### config.mk
export PLATFORM = sky130hd
export DESIGN_NAME = cond_byte_setter
export DESIGN_NICKNAME = d
export VERILOG_FILES = /design/src/rtl/cond_byte_pkg.sv /design/src/rtl/cond_eval.sv /design/src/rtl/dest_router.sv /design/src/rtl/cond_byte_setter.sv
export SDC_FILE = /design/constraint.sdc
export NUM_CORES = 1
export LEC_CHECK = 0
export ABC_AREA = 0
export CORE_MARGIN = 8
export CORE_UTILIZATION = 58
export CTS_BUF_LIST = sky130_fd_sc_hd__clkbuf_2
export CTS_CLUSTER_DIAMETER = 120
export DETAILED_ROUTE_END_ITERATION = 7
export DONT_BUFFER_PORTS = 1
export PLACE_DENSITY = 0.76
export SLEW_MARGIN = 25
export SYNTH_ARGS = -nofsm -noshare
export SYNTH_HDL_FRONTEND = slang
export SYNTH_SLANG_ARGS = --single-unit
### constraint.sdc
create_clock -name clk -period 1.33 [get_ports clk]
set_input_delay 0.0665 -clock clk [delete_from_list [all_inputs] [get_ports clk]]
set_output_delay 0.0665 -clock clk [all_outputs]
set_load 0.03 [all_outputs]
### src/rtl/cond_byte_pkg.sv
package cond_byte_pkg;

    localparam int SEL_W  = 4;
    localparam int BYTE_W = 8;

    typedef struct packed {
        logic cf;
        logic zf;
        logic sf;
        logic of;
        logic pf;
    } flags_t;

    typedef enum logic [SEL_W-2:0] {
        BASE_OVF      = 3'd0,
        BASE_CARRY    = 3'd1,
        BASE_ZERO     = 3'd2,
        BASE_BELOW_EQ = 3'd3,
        BASE_SIGN     = 3'd4,
        BASE_PARITY   = 3'd5,
        BASE_LESS     = 3'd6,
        BASE_LESS_EQ  = 3'd7
    } base_cond_e;

    typedef struct packed {
        base_cond_e base;
        logic       invert;
    } cond_sel_t;

    typedef enum logic [0:0] {
        DEST_REG = 1'b0,
        DEST_MEM = 1'b1
    } dest_e;

    // Truth of the non-inverted base condition.
    function automatic logic base_true(base_cond_e b, flags_t f);
        logic signed_lt;
        signed_lt = f.sf ^ f.of;
        case (b)
            BASE_OVF:      return f.of;
            BASE_CARRY:    return f.cf;
            BASE_ZERO:     return f.zf;
            BASE_BELOW_EQ: return f.cf | f.zf;
            BASE_SIGN:     return f.sf;
            BASE_PARITY:   return f.pf;
            BASE_LESS:     return signed_lt;
            BASE_LESS_EQ:  return f.zf | signed_lt;
            default:       return 1'b0;
        endcase
    endfunction

    // Widen the single truth bit to a result byte.
    function automatic logic [BYTE_W-1:0] to_byte(logic hit);
        return {{(BYTE_W-1){1'b0}}, hit};
    endfunction

endpackage

### src/rtl/cond_eval.sv
module cond_eval
    import cond_byte_pkg::*;
(
    input  cond_sel_t          sel_i,
    input  flags_t             flags_i,
    output logic [BYTE_W-1:0]  byte_o
);
    logic base_hit;
    logic hit;

    always_comb begin
        base_hit = base_true(sel_i.base, flags_i);
        hit      = base_hit ^ sel_i.invert;
        byte_o   = to_byte(hit);
    end
endmodule

### src/rtl/dest_router.sv
module dest_router
    import cond_byte_pkg::*;
#(
    parameter int IDX_W  = 4,
    parameter int ADDR_W = 16
) (
    input  logic               clk,
    input  logic               rst,
    input  logic               start_i,
    input  dest_e              dest_i,
    input  logic [BYTE_W-1:0]  byte_i,
    input  logic [IDX_W-1:0]   idx_i,
    input  logic [ADDR_W-1:0]  addr_i,
    output logic               reg_valid_o,
    input  logic               reg_ready_i,
    output logic [IDX_W-1:0]   reg_idx_o,
    output logic [BYTE_W-1:0]  reg_data_o,
    output logic               mem_valid_o,
    input  logic               mem_ready_i,
    output logic [ADDR_W-1:0]  mem_addr_o,
    output logic [BYTE_W-1:0]  mem_data_o
);
    logic idle;
    logic accept;

    assign idle   = !reg_valid_o && !mem_valid_o;
    assign accept = start_i && idle;

    // Register destination stage
    always_ff @(posedge clk) begin
        if (rst) begin
            reg_valid_o <= 1'b0;
            reg_idx_o   <= '0;
            reg_data_o  <= '0;
        end else if (accept && dest_i == DEST_REG) begin
            reg_valid_o <= 1'b1;
            reg_idx_o   <= idx_i;
            reg_data_o  <= byte_i;
        end else if (reg_valid_o && reg_ready_i) begin
            reg_valid_o <= 1'b0;
        end
    end

    // Memory destination stage
    always_ff @(posedge clk) begin
        if (rst) begin
            mem_valid_o <= 1'b0;
            mem_addr_o  <= '0;
            mem_data_o  <= '0;
        end else if (accept && dest_i == DEST_MEM) begin
            mem_valid_o <= 1'b1;
            mem_addr_o  <= addr_i;
            mem_data_o  <= byte_i;
        end else if (mem_valid_o && mem_ready_i) begin
            mem_valid_o <= 1'b0;
        end
    end
endmodule

### src/rtl/cond_byte_setter.sv
module cond_byte_setter
    import cond_byte_pkg::*;
#(
    parameter int REG_IDX_W = 4,
    parameter int ADDR_W    = 16
) (
    input  logic                 clk,
    input  logic                 rst,
    input  logic                 start_i,
    input  logic [3:0]           cond_sel_i,
    input  logic                 flag_cf_i,
    input  logic                 flag_zf_i,
    input  logic                 flag_sf_i,
    input  logic                 flag_of_i,
    input  logic                 flag_pf_i,
    input  logic                 to_mem_i,
    input  logic [REG_IDX_W-1:0] reg_idx_i,
    input  logic [ADDR_W-1:0]    mem_addr_i,
    output logic                 reg_wr_valid_o,
    input  logic                 reg_wr_ready_i,
    output logic [REG_IDX_W-1:0] reg_wr_idx_o,
    output logic [7:0]           reg_wr_data_o,
    output logic                 mem_wr_valid_o,
    input  logic                 mem_wr_ready_i,
    output logic [ADDR_W-1:0]    mem_wr_addr_o,
    output logic [7:0]           mem_wr_data_o
);
    cond_sel_t          sel;
    flags_t             flags;
    dest_e              dest;
    logic [BYTE_W-1:0]  result_byte;

    assign sel   = cond_sel_t'(cond_sel_i);
    assign flags = '{cf: flag_cf_i, zf: flag_zf_i, sf: flag_sf_i,
                     of: flag_of_i, pf: flag_pf_i};
    assign dest  = to_mem_i ? DEST_MEM : DEST_REG;

    cond_eval u_eval (
        .sel_i   (sel),
        .flags_i (flags),
        .byte_o  (result_byte)
    );

    dest_router #(
        .IDX_W  (REG_IDX_W),
        .ADDR_W (ADDR_W)
    ) u_router (
        .clk         (clk),
        .rst         (rst),
        .start_i     (start_i),
        .dest_i      (dest),
        .byte_i      (result_byte),
        .idx_i       (reg_idx_i),
        .addr_i      (mem_addr_i),
        .reg_valid_o (reg_wr_valid_o),
        .reg_ready_i (reg_wr_ready_i),
        .reg_idx_o   (reg_wr_idx_o),
        .reg_data_o  (reg_wr_data_o),
        .mem_valid_o (mem_wr_valid_o),
        .mem_ready_i (mem_wr_ready_i),
        .mem_addr_o  (mem_wr_addr_o),
        .mem_data_o  (mem_wr_data_o)
    );
endmodule

**Word-level counts from Yosys, hierarchy flattened**

Cells that the tools add are included.

- Flip-flop bits (word level): 24
- Input bits: 35
- Output and inout bits: 38
- Word-level logic and storage cells: 35

- Equal/unequal tests: 7
- Muxes and demuxes: 6
- Bitwise operators: 5
- Reductions and logical operators: 11

Operator list:

| kind | number |
|---|---|
| == test 3 bit (second input constant) | 4 |
| one-hot mux 1 bit (8 select lines) | 1 |
| == test 3 x 2 -> 1 bit (second input constant) | 2 |
| logical AND 1 bit | 6 |
| two-way mux 1 bit | 5 |
| nonzero test 2 bit | 2 |
| == test 3 x 1 -> 1 bit (second input constant) | 1 |
| zero test 3 bit | 1 |
| zero test 1 bit | 2 |
| bitwise OR 1 bit | 2 |
| bitwise XOR 1 bit | 2 |
| inverter 1 bit | 1 |

**Longest topological paths before layout**

Gate-level depths: netlist of run 1.

- Word-level depth: 5
- Mapped depth: 5
- Mapped depth without buffers: 4

**By module**

From an unflattened synthesis of run 1, not the netlist that was laid out.

- Cells, all modules: 178
- Area total of the unflattened synthesis: 1795.5 um^2

Modules (own cells, without submodules):

| module | times used | cells an instance | area an instance (um^2) | sequential area each (um^2) |
|---|---|---|---|---|
| dest_router | 1 | 157 | 1652.8 | 760.7 |
| cond_eval | 1 | 21 | 142.6 | 0.0 |

**Worst setup path after synthesis of run 1**

No wires, ideal clock.

- Kind: reg2reg
- Start: register u_router.mem_valid_o
- End: register u_router.reg_data_o[0]
- Library setup time: 129 ps
- Data arrival time: 1479 ps
- Data required time: 1201 ps
- Path slack: -279 ps
- Cell stages (with the launch flop): 6
- Buffers on the path: 1
- Clock period less this slack: 1609 ps
- Cells stage by stage: dfxtp_1 or4b_1 buf_6 and3b_1 a31oi_1 o211ai_1

- Cells in the longest elaborated chain, start to end: 4

RTL lines:

| element | line | RTL |
|---|---|---|
| start: declaration | dest_router.sv:18 | `output logic mem_valid_o,` |
| start signal: assignment | dest_router.sv:47 | `mem_valid_o <= 1'b0;` |
| start signal: assignment | dest_router.sv:51 | `mem_valid_o <= 1'b1;` |
| start signal: assignment | dest_router.sv:55 | `mem_valid_o <= 1'b0;` |
| zero test 1 bit | dest_router.sv:26 | `assign idle = !reg_valid_o && !mem_valid_o;` |
| logical AND 1 bit | dest_router.sv:26 |  |
| logical AND 1 bit | dest_router.sv:27 | `assign accept = start_i && idle;` |
| logical AND 1 bit | dest_router.sv:35 | `end else if (accept && dest_i == DEST_REG) begin` |
| end signal: assignment | dest_router.sv:38 | `reg_data_o <= byte_i;` |
| end: declaration | dest_router.sv:17 | `output logic [BYTE_W-1:0] reg_data_o,` |

No other way between the ends.
A chain may end at the register's enable or synchronous reset.

**Worst setup path in the final report of run 1**

- Start: register u_router.reg_valid_o
- End: register u_router.reg_data_o[0]

- Cells in the longest elaborated chain, start to end: 4

RTL lines:

| element | line | RTL |
|---|---|---|
| start: declaration | dest_router.sv:14 | `output logic reg_valid_o,` |
| start signal: assignment | dest_router.sv:32 | `reg_valid_o <= 1'b0;` |
| start signal: assignment | dest_router.sv:36 | `reg_valid_o <= 1'b1;` |
| start signal: assignment | dest_router.sv:40 | `reg_valid_o <= 1'b0;` |
| zero test 1 bit | dest_router.sv:26 |  |
| logical AND 1 bit | dest_router.sv:26 |  |
| logical AND 1 bit | dest_router.sv:27 |  |
| logical AND 1 bit | dest_router.sv:35 |  |

No other way between the ends.

==> flow_summary.json, run 1 <==
{
  "status": "finished, violations left",
  "violations": "hold timing, setup timing",
  "tritoncts": "done",
  "clock_sinks": 24,
  "path_class": "reg -> reg",
  "endpoint_kind": "flop",
  "yosysMostFrequentCell": "nand2_1",
  "critPathTopFamily": "simple AND/OR/NAND/NOR gates",
  "setup-violations-final": 7,
  "first_global_vias": 911,
  "dr.pass1.iters": 3,
  "grt_pass1_wl_mm": 4.029,
  "final_hold_viol_count": 24,
  "skew_ns": 0.01070,
  "syn_avg_cell_area_sq_um": 8.092,
  "start_util_pct": 58.91,
  "coreArea_sq_mm": 0.001882,
  "io_pins": 73,
  "rsz0062_at_grt": "true",
  "synthArstFlopShare_pct": 0,
  "remaining_drc_errors": 0,
  "fp-row-count": 16,
  "cp.required_ns": 1.55,
  "holdBufCountCts": 1,
  "crit_path_max_fanout": 4,
  "viasPerCell": 5.172,
  "nets": 189,
  "p_leak_nw": 0.5533,
  "fin_ws_ns": -0.1439,
  "placed_cell_area_sq_mm": 0.001196,
  "irDropWorstVdd_mv": 0.7291,
  "synthTopCellsByArea": "dfxtp_1 (43%), nand2_1 (11%), buf_4 (9.5%), a21oi_1 (8.1%), mux2i_1 (4.5%)",
  "fin_crit_ns": 1.474,
  "final_max_slew_viol_count": 0,
  "nFillCells": 162,
  "path_buf_inv": 0,
  "hpwl_mm": 2.166,
  "dp_cells": 174,
  "hp-class": "in -> reg",
  "cp_cell_sequence": "or4b_4, and3b_1, a31oi_1, o211ai_1",
  "clk_path_buf_depth": 2,
  "post-cts-setup-buffer-count": 0,
  "clock.fmax_mhz": 678.5,
  "die_h_microns": 59.72,
  "finalCritPeriodShare_pct": 110.8,
  "overflow": 0,
  "wire_per_inst_microns": 16.18,
  "final_layout_size_suffix_gt1_share_pct": 22.22,
  "synth-seq-area-share_pct": 43.34,
  "synthFlopType": "dfxtp_1",
  "powerDensity_mw_per_mm2": 1187,
  "grt_max_degree": 28,
  "antenna_cells": 0,
  "synth_common_cells": "nand2_1 (33), dfxtp_1 (24), a21oi_1 (18), buf_4 (14), nor2_1 (6)",
  "critPathLaunchType": "flop",
  "area_delta_synth_final_pct": 18.51,
  "final_cells": 180,
  "grt_util_all_layers_pct": 14.78,
  "synth_cells": 137,
  "clk_latency_ns": 0.32,
  "vias": 931,
  "final_area_sq_mm": 0.001314,
  "root_buffer": "clkbuf_2",
  "yosys_warnings": 0,
  "synth_top_cell_by_area": "dfxtp_1",
  "synthDominantCellAreaShare_pct": 43.34,
  "globalplace.congestion": 0.6735,
  "die_w_microns": 59.72,
  "slowest_stage": "or4b_4",
  "clk_pin_slew_ns": 0.22,
  "ys_seq_elements": 24,
  "utilization_pct": 69.81,
  "synth.distinct_cells": 28,
  "cp_slowest_stage_delay_ns": 0.54,
  "finalPower_mw": 1.559,
  "ff2ff_setup_slack_ns": -0.14,
  "timing.hold.ws_ns": -0.2338,
  "cts_buffers": 3,
  "synth-edff-count": 0,
  "drtIter0Drc": 39,
  "dieArea_sq_mm": 0.003566,
  "drv_cap": 0,
  "syn_area_sq_mm": 0.001109,
  "place.port_buffers": 0,
  "ant_nets": 0,
  "ctsHtreeMaxLevel": 1,
  "wl_mm": 2.913,
  "arrival_ns": 1.70,
  "antenna_found_initial": 0
}
cell families after synthesis:
group                     after synthesis  synth area share, %
muxes                                   5                4.515
other                                   1               0.3383
xor gates and xnor gates                1               0.7902
buffers and inverters                  23                13.43
AOI/OAI and AO/OA                      29                14.11
DFF                                    24                43.34
and+or+nand+nor                        54                23.48
cells in the final DEF (no fill, tap or decap), drive strengths merged, types with 5 or more instances in the layout:
cell type | synthesis | routed
nor2 | 6 | 6
a21oi | 18 | 18
o21ai | 5 | 5
nand2 | 33 | 33
conb | 1 | 14
mux2i | 5 | 5
dfxtp | 24 | 24
buf | 18 | 20
final timing paths:
| check | startpoint | to | depth (start not counted) |
|---|---|---|---|
| worst max-delay path | u_router.reg_valid_o | u_router.reg_data_o[0] | 4 |
| worst min-delay path | rst | u_router.mem_addr_o[14] | 1 |
| worst max register to register | u_router.reg_valid_o | u_router.reg_data_o[0] | 4 |
| worst min register to register | u_router.mem_addr_o[12] | u_router.mem_addr_o[12] | 2 |
final cells by class:
| cell class | count | area [sq um] | share of cell area [%] |
|---|---|---|---|
| multi-input combinational | 103 | 568.0 | 43.24 |
| sequential | 24 | 488.0 | 37.14 |
| timing repair buffer | 21 | 175.2 | 13.33 |
| tap | 27 | 33.78 | 2.571 |
| clock inverter | 1 | 30.03 | 2.286 |
| clock buffer | 3 | 15.01 | 1.143 |
| inverter | 1 | 3.754 | 0.2857 |
flip-flops by register name, indices dropped and copies added, names as in the netlist:
| signal | count |
|---|---|
| u_router.mem_addr_o | 16 |
| u_router.mem_data_o | 1 |
| u_router.mem_valid_o | 1 |
| u_router.reg_data_o | 1 |
| u_router.reg_idx_o | 4 |
| u_router.reg_valid_o | 1 |
metrics by stage:
step                setup TNS (ns)  worst slack, ns
global route                -1.011          -0.1986
global placement           -0.1797         -0.07516
detailed placement         -0.4396          -0.1450
CTS                        -0.3535          -0.1332
finish                     -0.4526          -0.1439
floorplan                  -0.2036          -0.1925
per-layer routing:
metal | global-route usage, % | wire (microns) | vias to the layer above
li1 | - | - | 458
met1 | 13.88 | 1054 | 427
met2 | 26.46 | 1521 | 42
met3 | 7.312 | 312 | 4
met4 | 6.122 | 25 | 0
met5 | 0 | 0 | -
what timing repair did:
item,4_1_cts,5_1_grt
setup endpoints to repair,7,23
pin swaps,0,1
gates resized for setup,3,10
hold endpoints to repair,24,24
gates cloned,0,1
power breakdown:
| group | total, mW | switching [mW] | internal, mW |
|---|---|---|---|
| Sequential | 0.805 | 0.0486 | 0.756 |
| Clock | 0.466 | 0.207 | 0.259 |
| Combinational | 0.288 | 0.184 | 0.104 |
| Total | 1.56 | 0.439 | 1.12 |
Power figures use the tool's default switching activity.
==> run 2, diff against run 1 <==
- RECOVER_POWER: unset -> 50
==> flow_summary.json, run 2 (synthesis gave the netlist of run 1 again) <==
{
  "holdBufCountCts": 1,
  "routed.top_layer": "met4",
  "hpwl_mm": 2.166,
  "fp-row-count": 16,
  "start_util_pct": 58.91,
  "p_leak_nw": 0.5149,
  "grt_pass1_wl_mm": 4.029,
  "finalCritPeriodShare_pct": 111.7,
  "grt_max_degree": 28,
  "status": "finished, violations left",
  "vias": 939,
  "rsz0062_at_grt": "true",
  "dieArea_sq_mm": 0.003566,
  "arrival_ns": 1.71,
  "io_pins": 73,
  "first_global_vias": 911,
  "path_class": "reg -> reg",
  "drtIter0Drc": 41,
  "final_hold_viol_count": 24,
  "die_w_microns": 59.72,
  "antenna_cells": 0,
  "place.port_buffers": 0,
  "cts_buffers": 3,
  "clock_sinks": 24,
  "clk_latency_ns": 0.33,
  "root_buffer": "clkbuf_2",
  "setup-violations-final": 10,
  "timing.hold.ws_ns": -0.2430,
  "remaining_drc_errors": 0,
  "globalplace.congestion": 0.6735,
  "final_max_slew_viol_count": 0,
  "critPathLaunchType": "flop",
  "largest-register": "u_router.mem_addr_o",
  "drv_cap": 0,
  "fin_ws_ns": -0.1550,
  "crit_path_max_fanout": 4,
  "irDropWorstVdd_mv": 0.7231,
  "cp.required_ns": 1.55,
  "clock.fmax_mhz": 673.4,
  "antenna_found_initial": 0,
  "wl_met1_mm": 1.015,
  "cp_cell_sequence": "or4b_4, and3b_1, a31oi_1, o211ai_1",
  "ctsHtreeMaxLevel": 1,
  "coreArea_sq_mm": 0.001882,
  "wire_per_inst_microns": 16.16,
  "final_layout_size_suffix_gt1_share_pct": 16.34,
  "placed_cell_area_sq_mm": 0.001196,
  "totalNegativeSetupSlack_ns": -0.5891,
  "cp_slowest_stage_delay_ns": 0.54,
  "ant_nets": 0,
  "area_delta_synth_final_pct": 15.24,
  "grt_util_all_layers_pct": 14.78,
  "die_h_microns": 59.72,
  "fin_crit_ns": 1.485,
  "critPathTopFamily": "simple AND/OR/NAND/NOR gates",
  "viasPerCell": 5.217,
  "nets": 189,
  "mostFrequentLayoutCells": "nand2_1 (33), dfxtp_1 (22), a21oi_1 (15)",
  "slowest_stage": "or4b_4",
  "skew_ns": 0.01875,
  "final_area_sq_mm": 0.001277,
  "tritoncts": "done",
  "wl_mm": 2.909,
  "largest_reg_flops": 16,
  "hp-class": "in -> reg",
  "powerDensity_mw_per_mm2": 1214,
  "violations": "hold timing, setup timing",
  "nFillCells": 177,
  "largestRegisters": "u_router.mem_addr_o x16, u_router.reg_idx_o x4",
  "clk_path_buf_depth": 2,
  "layout_commonest_cell": "nand2_1",
  "overflow": 0,
  "dr.pass1.iters": 4,
  "clk_pin_slew_ns": 0.23,
  "wl_met3_microns": 326,
  "route.met2.wl_mm": 1.542,
  "endpoint_kind": "flop",
  "path_buf_inv": 0
}
==> run 2: cell count changes in the layout (fill, tap and decap cells not counted), sizes merged <==
cell,previous run,this run
buf,20,10
clkbuf,3,13
==> run 2: routing by layer <==
layer | vias up | global-route usage [%]
met5 | - | 0
met4 | 0 | 6.122
met3 | 4 | 7.312
met2 | 42 | 26.46
met1 | 434 | 13.88
li1 | 459 | -
==> run 2: timing repair <==
| action | CTS | global route |
|---|---|---|
| endpoints found under the setup margin | 7 | 23 |
| endpoints found under the hold margin | 24 | 24 |
| resized for setup | 3 | 10 |
| setup buffers | 0 | 0 |
| cloned | 0 | 1 |
| pin swaps | 0 | 1 |
==> run 2: worst paths after layout <==
check        cells after the start  slack, ns                    start                 endpoint
max                              4      -0.15     u_router.reg_valid_o   u_router.reg_data_o[0]
min                              1      -0.24                      rst  u_router.mem_addr_o[14]
max reg2reg                      4      -0.15     u_router.reg_valid_o   u_router.reg_data_o[0]
min reg2reg                      2       0.47  u_router.mem_addr_o[12]  u_router.mem_addr_o[12]
==> run 2: layout make-up <==
| type | instances | area, sq um | share of cell area (%) |
|---|---|---|---|
| Multi-Input combinational cell | 103 | 568.0 | 44.47 |
| Sequential cell | 24 | 488.0 | 38.20 |
| Timing Repair Buffer | 21 | 138.9 | 10.87 |
| Tap cell | 27 | 33.78 | 2.644 |
| Clock inverter | 1 | 30.03 | 2.351 |
| Clock buffer | 3 | 15.01 | 1.175 |
| Inverter | 1 | 3.754 | 0.2938 |
==> run 2: worst reg2reg max path: stages, from the launching register on <==
cell and delay, ns:
dfxtp_4 0.39, or4b_4 0.54, and3b_1 0.19, a31oi_1 0.13
o211ai_1 0.11
==> run 2: per-stage QoR <==
stage               instances  hold slack (ns)  total power [mW]  setup WS [ns]  util [%]
finish                    180          -0.2430             1.551        -0.1550     67.89
global route              180          -0.2945             1.617        -0.1986     67.89
CTS                       179          -0.2496             1.552        -0.1332     67.15
detailed placement        174           0.1337             1.080        -0.1450     63.56
global placement          174           0.1317             1.070       -0.07516     63.56
floorplan                 150           0.2025             1.057        -0.1925         -
==> run 2: power breakdown <==
part / switching (mW) / internal, mW / total (mW)
Combinational: 0.184 / 0.0920 / 0.276
Sequential: 0.0482 / 0.756 / 0.805
Clock: 0.211 / 0.259 / 0.470
Total: 0.443 / 1.11 / 1.55
==> run 3, diff against run 2 <==
- GPL_TIMING_DRIVEN: unset -> 0
==> flow_summary.json, run 3 (synthesis gave the netlist of run 1 again) <==
{
  "cp.required_ns": 1.59,
  "antenna_found_initial": 0,
  "ctsHtreeMaxLevel": 1,
  "fp-row-count": 16,
  "final_max_slew_viol_count": 0,
  "overflow": 0,
  "first_global_vias": 1044,
  "ant_nets": 0,
  "status": "finished, violations left",
  "io_pins": 73,
  "arrival_ns": 1.82,
  "dr.pass1.iters": 4,
  "r2r_end": "u_router.reg_data_o[0]",
  "place.port_buffers": 0,
  "setup-violations-final": 7,
  "area_delta_synth_final_pct": 42.32,
  "die_h_microns": 59.72,
  "coreArea_sq_mm": 0.001882,
  "skew_ns": 0.002887,
  "utilization_pct": 83.84,
  "remaining_drc_errors": 0,
  "die_w_microns": 59.72,
  "start_util_pct": 58.91,
  "vias": 1070,
  "wire_per_inst_microns": 15.65,
  "crit_path_max_fanout": 5,
  "clk_pin_slew_ns": 0.24,
  "final_cells": 210,
  "path_class": "reg -> reg",
  "rsz0062_at_grt": "true",
  "hpwl_mm": 2.161,
  "clk_path_buf_depth": 2,
  "layout_commonest_cell": "nand2_1",
  "powerDensity_mw_per_mm2": 1060,
  "finalCritPeriodShare_pct": 117.6,
  "tritoncts": "done",
  "fin_ws_ns": -0.2345,
  "final_hold_viol_count": 0,
  "clk_latency_ns": 0.34,
  "grt_max_degree": 15,
  "clock.fmax_mhz": 639.2,
  "endpoint_kind": "flop",
  "antenna_cells": 0,
  "nets": 219,
  "grt_pass1_wl_mm": 4.968,
  "final_area_sq_mm": 0.001578,
  "mostFrequentLayoutCells": "nand2_1 (33), dlygate4sd3_1 (24), dfxtp_1 (22)",
  "hp-class": "in -> reg",
  "cp-startpoint": "u_router.reg_valid_o",
  "largest_reg_flops": 16,
  "root_buffer": "clkbuf_2",
  "ff2ff_setup_slack_ns": -0.23,
  "irDropWorstVdd_mv": 0.7186,
  "placed_cell_area_sq_mm": 0.001199,
  "drv_cap": 0,
  "critPathLaunchType": "flop",
  "drtIter0Drc": 42,
  "totalNegativeSetupSlack_ns": -0.9316,
  "dp_cells": 177,
  "p_leak_nw": 0.6709,
  "cts_buffers": 3,
  "fin_crit_ns": 1.565,
  "violations": "setup timing",
  "grt_util_all_layers_pct": 18.16,
  "dieArea_sq_mm": 0.003566,
  "ff2ff_path_depth": 4,
  "clock_sinks": 24,
  "globalplace.congestion": 0.6718,
  "viasPerCell": 5.095,
  "final_layout_size_suffix_gt1_share_pct": 20.77,
  "rr_startpoint": "u_router.reg_valid_o",
  "wl_mm": 3.287,
  "endpoint": "u_router.reg_data_o[0]",
  "timing.hold.ws_ns": 0.05616,
  "largestRegisters": "u_router.mem_addr_o x16, u_router.reg_idx_o x4",
  "largest-register": "u_router.mem_addr_o"
}
## run 3: area by class of cell
cell class              count  area, sq um
clock buffers               3        15.01
well taps                  27        33.78
fillers                   115        304.0
repair buffers             31        300.3
clock inverters             1        30.03
plain buffers              20        148.9
multi-input cells         103        558.0
flip-flops and latches     24        488.0
inverters                   1        3.754
## run 3: layer usage
layer  global-route usage (%)  part of all wire, %
met4                    7.143                 0.76
met1                    17.06                   35
met2                    31.69                   51
met5                        0                    0
met3                    10.32                   13
## run 3: worst max-delay path, cell delays in order (launching register included)
cell and delay [ns]:
dfxtp_4 0.45, or4b_4 0.57, and3b_1 0.19, a31oi_1 0.16, o211ai_1 0.11
## run 3: report_power, final
group	switching (mW)	total [mW]	internal [mW]	leakage [nW]
registers	0.102	0.860	0.757	0.197
logic	0.162	0.321	0.159	0.447
clock network	0.233	0.492	0.259	0.0266
total	0.497	1.67	1.18	0.671
## run 3: stage by stage
step	power (mW)	setup slack, ns
6_report	1.673	-0.2345
5_1_grt	1.746	-0.2635
4_1_cts	1.634	-0.2681
3_5_place_dp	1.089	-0.2889
3_3_place_gp	1.082	-0.2292
2_1_floorplan	1.057	-0.1925
## run 3: worst min path at each step
| stage | end | from | slack, ns | depth (start not counted) |
|---|---|---|---|---|
| after floorplan | u_router.mem_addr_o[0] | mem_addr_i[0] | 0.20 | 2 |
| after global placement | u_router.mem_addr_o[15] | mem_addr_i[15] | 0.20 | 2 |
| after detailed placement | u_router.mem_addr_o[11] | mem_addr_i[11] | 0.21 | 2 |
| after CTS | u_router.mem_data_o[0] | cond_sel_i[2] | 0.04 | 3 |
| after global routing | u_router.mem_addr_o[13] | to_mem_i | 0.02 | 3 |
| final | u_router.mem_addr_o[13] | to_mem_i | 0.06 | 3 |
## run 3: what timing repair did
action	in CTS	in global routing
buffers inserted	1	6
endpoints found under the setup margin	17	16
pin swaps	0	7
endpoints found under the hold margin	24	0
gates resized for setup	7	11
hold buffers	24	0
